File: src/rtl/baud_pkg.sv
package baud_pkg;
  typedef enum logic {
    GEN_DIV = 1'b0,
    GEN_ACC = 1'b1
  } gen_mode_e;

  localparam int DEF_RELOAD_W = 16;
endpackage

File: src/rtl/baud_div_core.sv
module baud_div_core #(
  parameter int RELOAD_W = 16
) (
  input  logic                clk,
  input  logic                rst_n,
  input  logic                en_i,
  input  logic                start_i,
  input  logic [RELOAD_W-1:0] reload_i,
  output logic                fire_o
);
  logic [RELOAD_W-1:0] cnt_q;
  logic                wrap;

  // a count of 0 or 1 wraps, so a reload of 0 or 1 never underflows
  assign wrap   = (cnt_q < RELOAD_W'(2));
  assign fire_o = en_i & ~start_i & wrap;

  always_ff @(posedge clk or negedge rst_n) begin
    if (!rst_n) begin
      cnt_q <= '0;
    end else if (en_i) begin
      if (start_i || wrap) cnt_q <= reload_i;
      else                 cnt_q <= cnt_q - RELOAD_W'(1);
    end
  end

  AST_DIV_SMALL_EVERY: assert property (@(posedge clk) disable iff (!rst_n)
    (en_i && $past(en_i) && reload_i < RELOAD_W'(2)) |-> fire_o);
endmodule

File: src/rtl/baud_acc_core.sv
module baud_acc_core #(
  parameter int RELOAD_W = 16
) (
  input  logic                clk,
  input  logic                rst_n,
  input  logic                en_i,
  input  logic                start_i,
  input  logic [RELOAD_W-1:0] reload_i,
  output logic                fire_o
);
  logic [RELOAD_W-1:0] phase_q;
  logic [RELOAD_W:0]   sum;

  assign sum    = {1'b0, phase_q} + {1'b0, reload_i};
  assign fire_o = en_i & ~start_i & sum[RELOAD_W];

  always_ff @(posedge clk or negedge rst_n) begin
    if (!rst_n) begin
      phase_q <= '0;
    end else if (en_i) begin
      if (start_i) phase_q <= '0;
      else         phase_q <= sum[RELOAD_W-1:0];
    end
  end

  AST_ACC_NO_DOUBLE: assert property (@(posedge clk) disable iff (!rst_n)
    (fire_o && reload_i <= {1'b1, {(RELOAD_W-1){1'b0}}}) |=> !fire_o);
endmodule

File: src/rtl/baud_tick_gen.sv
module baud_tick_gen #(
  parameter int RELOAD_W = baud_pkg::DEF_RELOAD_W
) (
  input  logic                clk,
  input  logic                rst_n,
  input  logic [RELOAD_W-1:0] reload_i,
  input  logic                frac_mode_i,
  input  logic                run_i,
  output logic                tick_o
);
  import baud_pkg::*;

  gen_mode_e mode;
  logic      run_q;
  logic      start;
  logic      div_en;
  logic      acc_en;
  logic      div_fire;
  logic      acc_fire;
  logic      fire;

  assign mode   = gen_mode_e'(frac_mode_i);
  assign start  = run_i & ~run_q;
  assign div_en = run_i & (mode == GEN_DIV);
  assign acc_en = run_i & (mode == GEN_ACC);

  always_ff @(posedge clk or negedge rst_n) begin
    if (!rst_n) run_q <= 1'b0;
    else        run_q <= run_i;
  end

  baud_div_core #(.RELOAD_W(RELOAD_W)) u_div (
    .clk(clk), .rst_n(rst_n), .en_i(div_en), .start_i(start),
    .reload_i(reload_i), .fire_o(div_fire)
  );

  baud_acc_core #(.RELOAD_W(RELOAD_W)) u_acc (
    .clk(clk), .rst_n(rst_n), .en_i(acc_en), .start_i(start),
    .reload_i(reload_i), .fire_o(acc_fire)
  );

  assign fire = (mode == GEN_ACC) ? acc_fire : div_fire;

  always_ff @(posedge clk or negedge rst_n) begin
    if (!rst_n) tick_o <= 1'b0;
    else        tick_o <= fire;
  end

  always @(posedge clk) begin
    if (!rst_n) AST_RST_QUIET: assert (!tick_o);
  end

  AST_STOP_SILENT: assert property (@(posedge clk) disable iff (!rst_n)
    !run_i |=> !tick_o);

  AST_START_QUIET: assert property (@(posedge clk) disable iff (!rst_n)
    start |=> !tick_o);

  AST_DIV_SINGLE: assert property (@(posedge clk) disable iff (!rst_n)
    (tick_o && run_i && mode == GEN_DIV && reload_i > RELOAD_W'(1)) |=> !tick_o);

  AST_CFG_HELD: assert property (@(posedge clk) disable iff (!rst_n)
    (run_i && run_q) |-> ($stable(reload_i) && $stable(frac_mode_i)));
endmodule

File: config.mk
export PLATFORM = sky130hd
export DESIGN_NAME = baud_tick_gen
export DESIGN_NICKNAME = d
export VERILOG_FILES = /design/src/rtl/baud_pkg.sv /design/src/rtl/baud_div_core.sv /design/src/rtl/baud_acc_core.sv /design/src/rtl/baud_tick_gen.sv
export SDC_FILE = /design/constraint.sdc
export NUM_CORES = 1
export LEC_CHECK = 0
export ABC_CLOCK_PERIOD_IN_PS = 2000
export CAP_MARGIN = 20
export CORE_MARGIN = 2
export CORE_UTILIZATION = 35
export CTS_CLUSTER_SIZE = 28
export DETAILED_ROUTE_END_ITERATION = 8
export DONT_BUFFER_PORTS = 1
export SLEW_MARGIN = 30
export SYNTH_ARGS = -nofsm -noshare
export SYNTH_HDL_FRONTEND = slang
export SYNTH_SLANG_ARGS = --single-unit
File: constraint.sdc
create_clock -name clk -period 2 [get_ports clk]
set_clock_uncertainty 0.1 [all_clocks]
set_input_delay 0.2 -clock clk [delete_from_list [all_inputs] [get_ports clk]]
set_output_delay 0.2 -clock clk [all_outputs]
set_load 0.01 [all_outputs]
==> impl_results.md, run 1 <==
* Hold Violations, Final at 1
* Max Cap Violations at 0
* Register area at around 860 µm²
* Nets at a little over 400
* Overall Global Routing Usage at 19.0%
* Total power at approximately 3.4 mW
* Final hold slack at -0.00857 ns
* H-tree levels at 2
* Die H at roughly 90 µm
* Synth Net Count at 347
* Num ports at 21
* CTS tree: yes
* Fin worst setup slack at -0.0535 ns
* Mapped Cells at ~310
* Max clock buf depth at 2
* Vias in the first global route at 2626
* CTS buffer count at 5
* Avg WL per Cell at between 15 and 20 µm
* Fin crit period at 2.05 ns
* RD Place Congestion at 0.858
* Avg Inst Size Synth at 8.52 µm²
* Initial detailed-routing violation count at around 190
* Critical Path Sink Type: flop
* Antenna cell count at 0
* Post-route ant nets at 0
* CP startpoint kind: flop
* Clk pin slew, worst setup/hold paths at roughly 0.070 ns
* Peak supply drop at approximately 420 µV
* Share of cells above drive strength 1 at between 30% and 40%
* Gr ovfl total at 0
* TritonRoute pass-1 iters at 4
* Slew Viols, Final at 0
* Post-Route WL at ~8000 µm
* Fin crit share at 103%
* Initial antenna violation count at 0
* Yosys warns at 0
* Input/output buffers at 0
* Worst-Skew Late Latency at 0.29 ns
* Number of synthesized flops with an enable pin at 0
* Mapped cell area at around 2600 µm²
* Failing checks: hold timing, setup timing
* Core Util, Final at about half
* Post-route cell area at 3660 µm²
* Status: finished, violations left
* Num rows at 31
* Root Buffer: clkbuf_8
* Die width at ~91 µm
* Post-synth ARST share at 100%
* Main synth FF type: dfrtp_1
* Full die area at a little over 8000 µm²
* Vias per inst at between 5 and 6
* Worst Tran Pin Value at 0.562 ns
* Initial core utilization at a little over a third
* Finished Layout Cells at about 460
* Worst-path cell chain: ha_4 > a21o_1 > a31oi_2 > buf_4 > a211o_1 > a2111o_1 > nand4_1
* R2R depth at 7
* Unrepaired setup endpoints after global routing: yes
* Area of the core at approximately 7300 µm²
* Worst Hold Class: primary input to flop
* Cell Area, Placed at about 3100 µm²
* PD cells at around 930 nW/µm²
* Crit path kind: flop to flop
* CP max stage cell: a2111o_1
* Seq/Total Area, Yosys at 32.3%
* Largest net degree at the start of global routing at 35
* Residual DRC at 0
* DP HPWL at around 5600 µm
* Multi-input logic area at 1960 µm²
* WP data arrival at about 2.2 ns
* Critical path fanouts, max at 3
* Final setup vio count at 13
* Req. time, crit path at about 2.1 ns
* Yosys reg bits at 34
* Placed Instances at 437
* Area growth syn-to-layout at 39.0%
* Worst slew margin at a little over three fifths
* LEAKAGE at between 1.5 and 2 nW
* Number of distinct library cells after synthesis at 54
* Worst path max stage delay at around 0.44 ns
* Fillers at approximately 680
* Hold path cells at 2
* First-pass GRT wire length at approximately 13000 µm
* Vias at roughly 2600
* Max Fclk at slightly below 0.5 GHz
* Clock sinks at 34
-- worst max-delay path: cells and delay by family, from the launching register on --
| kind | cells | cell delay [ns] |
|---|---|---|
| compound gates | 4 | 0.96 |
| flops | 1 | 0.41 |
| fa+ha+maj | 1 | 0.29 |
| buf+inv | 1 | 0.16 |
| simple gates | 1 | 0.08 |
-- sequential cells by signal, summed over array words and instances, names as in the netlist --
name	flops
u_div.cnt_q	16
tick_o	1
run_q	1
u_acc.phase_q	16
-- repair_timing --
action	CTS	global route
setup buffers	5	7
pin swaps	12	29
hold buffers	8	0
endpoints found under the setup margin	21	25
resized for setup	26	37
cloned	0	1
hold endpoints to repair	41	0
-- synthesized netlist by cell type, types with 3 or more instances --
| library cell | n | area, µm² |
|---|---|---|
| a211o_1 | 3 | 26.3 |
| a21o_1 | 6 | 45.0 |
| a21oi_1 | 18 | 90.1 |
| a21oi_2 | 5 | 43.8 |
| a22oi_1 | 5 | 37.5 |
| a2bb2oi_1 | 5 | 43.8 |
| a32o_1 | 4 | 40.0 |
| and3_1 | 6 | 37.5 |
| buf_2 | 3 | 15.0 |
| clkbuf_1 | 12 | 45.0 |
| dfrtp_1 | 34 | 851 |
| ha_1 | 17 | 213 |
| inv_1 | 13 | 48.8 |
| mux2i_1 | 9 | 90.1 |
| nand2_1 | 34 | 128 |
| nand2b_1 | 5 | 31.3 |
| nand3_1 | 16 | 80.1 |
| nand4_1 | 10 | 62.6 |
| nor2_1 | 9 | 33.8 |
| nor2b_1 | 4 | 25.0 |
| nor3_1 | 7 | 35.0 |
| o211ai_1 | 6 | 45.0 |
| o21a_1 | 3 | 22.5 |
| o21ai_0 | 21 | 105 |
| o311ai_0 | 4 | 35.0 |
| or3_1 | 10 | 62.6 |
| or4_1 | 3 | 22.5 |
| xnor2_1 | 3 | 26.3 |
-- placed cells by master, fill, tap and decap left out, types with 5 or more instances in the layout --
| master | n |
|---|---|
| a21o_1 | 6 |
| a21oi_1 | 10 |
| a21oi_2 | 11 |
| and3_1 | 5 |
| buf_4 | 52 |
| buf_6 | 6 |
| clkbuf_8 | 6 |
| dfrtp_1 | 30 |
| dlygate4sd3_1 | 7 |
| ha_1 | 10 |
| ha_4 | 5 |
| inv_1 | 12 |
| mux2i_1 | 8 |
| nand2_1 | 34 |
| nand2b_1 | 5 |
| nand3_1 | 15 |
| nand4_1 | 10 |
| nor2_1 | 8 |
| nor3_1 | 6 |
| o211ai_1 | 6 |
| o21ai_0 | 17 |
| or3_1 | 7 |
-- path summary, 6_finish.rpt --
kind | startpoint | to | slack [ns]
worst max-delay path | u_acc.phase_q[4] | u_acc.phase_q[15] | -0.05
worst min-delay path | reload_i[8] | u_div.cnt_q[8] | -0.009
worst max register to register | u_acc.phase_q[4] | u_acc.phase_q[15] | -0.05
worst min register to register | u_acc.phase_q[3] | u_acc.phase_q[3] | 0.39
max in group asynchronous | rst_n | u_div.cnt_q[3] | 1.32
min in group asynchronous | rst_n | u_acc.phase_q[1] | 0.27
-- logic make-up after synthesis --
logic type / Yosys count / synth area share [%]
buffers and inverters: 31 / 5.27
multiplexers: 10 / 3.85
AND/OR/NAND/NOR: 115 / 22.8
flip-flops: 34 / 32.3
XOR/XNOR: 5 / 1.66
adder cells (fa/ha/maj): 18 / 8.84
AO/OA/AOI/OAI: 96 / 25.3
-- metal layers --
metal	share of wire (%)	vias up	wire length, µm	GRT usage, %
li1	-	1279	-	-
met1	46	1297	3730	24.9
met2	49	51	3940	32.9
met3	3.7	12	301	3.09
met4	1.2	0	97	3.97
met5	0	-	0	0
-- where the power goes --
| group | internal [mW] | leakage [nW] | switching, mW | total [mW] |
|---|---|---|---|---|
| clock | 0.266 | 0.0431 | 0.271 | 0.538 |
| combinational | 0.906 | 1.09 | 0.885 | 1.79 |
| sequential | 0.880 | 0.414 | 0.184 | 1.06 |
-- through the flow --
step	TNS [ns]	setup WS [ns]
after global placement	-0.858	-0.0754
after detailed placement	-1.28	-0.117
after CTS	-0.162	-0.0332
after global routing	-1.73	-0.134
final	-0.443	-0.0535
after floorplan	-1.27	-0.125
-- layout make-up --
| cell class | count | area share (%) |
|---|---|---|
| multi-input combinational | 244 | 53.4 |
| sequential | 34 | 23.4 |
| clock buffer | 6 | 2.26 |
| inverter | 13 | 1.33 |
| tap | 99 | 3.38 |
| timing repair buffer | 68 | 16.2 |
Note: power is estimated with default switching activity, not from simulation.
==> run 2: changes to the inputs <==
--- a/config.mk
+++ b/config.mk
@@ -15,4 +15,5 @@
 export SLEW_MARGIN = 30
 export SYNTH_ARGS = -nofsm -noshare
 export SYNTH_HDL_FRONTEND = slang
+export SYNTH_HIERARCHICAL = 1
 export SYNTH_SLANG_ARGS = --single-unit
==> run 2 against run 1 <==
- the flow finishes with violations (setup timing)
- non-clock buffer count decreased by 17
- clock power increased by 4.1%
- cell count decreased by 7.1%
- combinational power increased by 27%
- hold slack improved by 0.019 ns
- core utilization decreased by 4.3 points
- total power increased by 15%
- via count decreased by 4.9%
- synthesized cell count decreased by 7.1%
- first-iteration DRC count decreased by 15%
- critical endpoint is now u_acc/phase_q[10]
- largest cell class unchanged
==> impl_results.md, run 2 <==
* Yosys reg bits at 34
* Max clock buf depth at 2
* Slew Viols, Final at 0
* Full die area at about 8400 µm²
* Min-delay src: reload_i[1]
* Antenna cell count at 0
* Synth cell count leaders: 34 x dfrtp_1, 20 x inv_1, 17 x a21oi_1, 17 x ha_1, 17 x nand2_1
* Largest net degree at the start of global routing at 35
* Nets at 369
* Vias in the first global route at 2483
* Overall Global Routing Usage at approximately a fifth
* Max Fclk at between 0.4 and 0.5 GHz
* Synth Net Count at roughly 330
* Share of cells above drive strength 1 at a little under a third
* Mapped Cells at between 200 and 300
* Die width at 91.6 µm
* Vias at ~2500
* Fin crit share at 109%
* Core Util, Final at 46.2%
* Hold Crit Endpoint: u_div/cnt_q[1]
* Fin worst setup slack at -0.174 ns
* Hold path cells at 2
* Num rows at 31
* R2R depth at 8
* RD Place Congestion at 0.886
* Mapped cell area at between 2000 and 3000 µm²
* Worst path max stage delay at between 0.3 and 0.4 ns
* Most used cell, CP: o2111a_1
* Buf+Inv Stages, Crit Path at 1
* CP startpoint: u_acc/phase_q[0]
* Number of distinct library cells after synthesis at 69
* Yosys warns at 6
* RR Endpoint: u_acc/phase_q[10]
* Reg2Reg Launch Point: u_acc/phase_q[0]
* Area growth syn-to-layout at 26.0%
* WP data arrival at between 2 and 2.5 ns
* CP max stage cell: dfrtp_1
* LEAKAGE at between 1 and 1.5 nW
* Status: finished, violations left
* Unrepaired setup endpoints after global routing: yes
* Main synth FF type: dfrtp_1
* Input/output buffers at 0
* Worst-Skew Late Latency at 0.29 ns
* Avg WL per Cell at approximately 18 µm
* Hold Violations, Final at 0
* Seq/Total Area, Yosys at about a third
* Max Cap Violations at 0
* Synth area leaders: dfrtp_1 32%, ha_1 7.9%, a21oi_1 3.2%
* Crit path kind: flop to flop
* Peak supply drop at roughly 410 µV
* Residual DRC at 0
* Post-Route WL at 7800 µm
* Area of the core at 7330 µm²
* CP startpoint kind: flop
* Req. time, crit path at roughly 2.1 ns
* CTS buffer count at 5
* Number of synthesized flops with an enable pin at 0
* Count leader, synth: dfrtp_1
* H-tree levels at 2
* Post-route ant nets at 0
* First-pass GRT wire length at roughly 12000 µm
* Multi-input logic area at between 1500 and 2000 µm²
* Fillers at slightly above 700
* CTS tree: yes
* Crit. path cell count at 8
* Clk pin slew, worst setup/hold paths at 0.08 ns
* Critical path's top delay family: compound AO/OA/AOI/OAI gates
* Num ports at 21
* Commonest cells after routing, fill and taps aside: 43 x buf_4, 34 x dfrtp_1, 19 x inv_1, 17 x nand2_1, 13 x a21oi_1
* Gr ovfl total at 0
* Die H at 91.6 µm
* TritonRoute pass-1 iters at 4
* Synth area leader: dfrtp_1
* DP HPWL at about 5700 µm
* Leading cell type in the layout, fill and taps excluded: buf_4
* Vias per inst at 5.83
* R2R Setup Slk at -0.17 ns
* Clock sinks at 34
* Worst-path cell chain: ha_2 > inv_2 > fa_2 > and2b_2 > o2111a_1 > nor2_2 > o2111a_1 > a221o_1
* Failing checks: setup timing
* Root Buffer: clkbuf_8
* Worst Tran Pin Value at between 0.4 and 0.5 ns
* Biggest regs: u_acc/phase_q (16), u_div/cnt_q (16)
* Critical Path Sink Type: flop
* Initial detailed-routing violation count at roughly 160
* Initial core utilization at between 30% and 40%
* Register area at between 800 and 900 µm²
* Initial antenna violation count at 0
* Critical path fanouts, max at 3
* Synth top area share at between 30% and 40%
* Worst slew margin at 67.3%
* Final hold slack at about 0.011 ns
* Final setup vio count at 11
* Avg Inst Size Synth at between 9 and 10 µm²
* Fin crit period at roughly 2.2 ns
* Worst Hold Class: primary input to flop
* Post-synth ARST share at 100%
* PD cells at approximately 1200 nW/µm²
## run 2: cell type report
| type | count | area share, % |
|---|---|---|
| Inverter | 20 | 2.22 |
| Tap cell | 99 | 3.66 |
| Sequential cell | 34 | 25.1 |
| Clock inverter | 2 | 0.370 |
| Clock buffer | 6 | 2.44 |
| Timing Repair Buffer | 51 | 12.2 |
| Multi-Input combinational cell | 219 | 53.9 |
## run 2: how the worst max path moves through the flow
stage / to
global placement: u_acc/phase_q[10]
CTS: tick_o
finish: u_acc/phase_q[10]
global route: u_acc/phase_q[8]
detailed placement: u_acc/phase_q[14]
floorplan: u_acc/phase_q[10]
## run 2: through the flow
| stage | power (mW) | cell area, µm² | TNS, ns | instances | setup WS [ns] |
|---|---|---|---|---|---|
| 6_report | 3.91 | 3380 | -1.09 | 431 | -0.174 |
| 5_1_grt | 4.22 | 3380 | -1.96 | 431 | -0.243 |
| 4_1_cts | 3.69 | 3250 | -0.884 | 428 | -0.171 |
| 3_5_place_dp | 3.04 | 3050 | -0.904 | 411 | -0.188 |
| 3_3_place_gp | 3.00 | 3050 | -0.620 | 411 | -0.135 |
| 2_1_floorplan | 2.45 | 2700 | -0.245 | 287 | -0.0966 |
## run 2: power breakdown
part	switching (mW)	leakage [nW]	internal (mW)
clock	0.283	0.0472	0.277
combinational	1.17	0.960	1.10
sequential	0.179	0.407	0.899
total	1.63	1.41	2.28
## run 2: what timing repair did
item | in CTS | in global routing
pin swaps | 5 | 15
endpoints found under the setup margin | 7 | 11
setup buffers | 2 | 3
hold buffers | 7 | 0
hold endpoints to repair | 39 | 0
gates resized for setup | 4 | 21
## run 2: worst reg2reg max path: stages, from the launching register on
cell and delay (ns):
dfrtp_1 0.36, ha_2 0.20, inv_2 0.04, fa_2 0.32, and2b_2 0.25, o2111a_1 0.24, nor2_2 0.06, o2111a_1 0.23
a221o_1 0.26
## run 2: kinds of logic after synthesis
group,after synthesis,synth area share [%]
DFF,34,31.7
muxes,6,2.42
buffers and inverters,34,5.55
AOI/OAI and AO/OA,106,31.7
adders and majority gates,18,8.67
and+or+nand+nor,83,18.0
xor gates and xnor gates,6,1.96
## run 2: per-layer routing
metal,global-route usage (%),vias to the layer above,part of all wire [%]
met5,0,-,0
met2,30.2,60,48
li1,-,1198,-
met4,5.30,0,1.7
met1,25.3,1239,46
met3,3.73,14,4.7
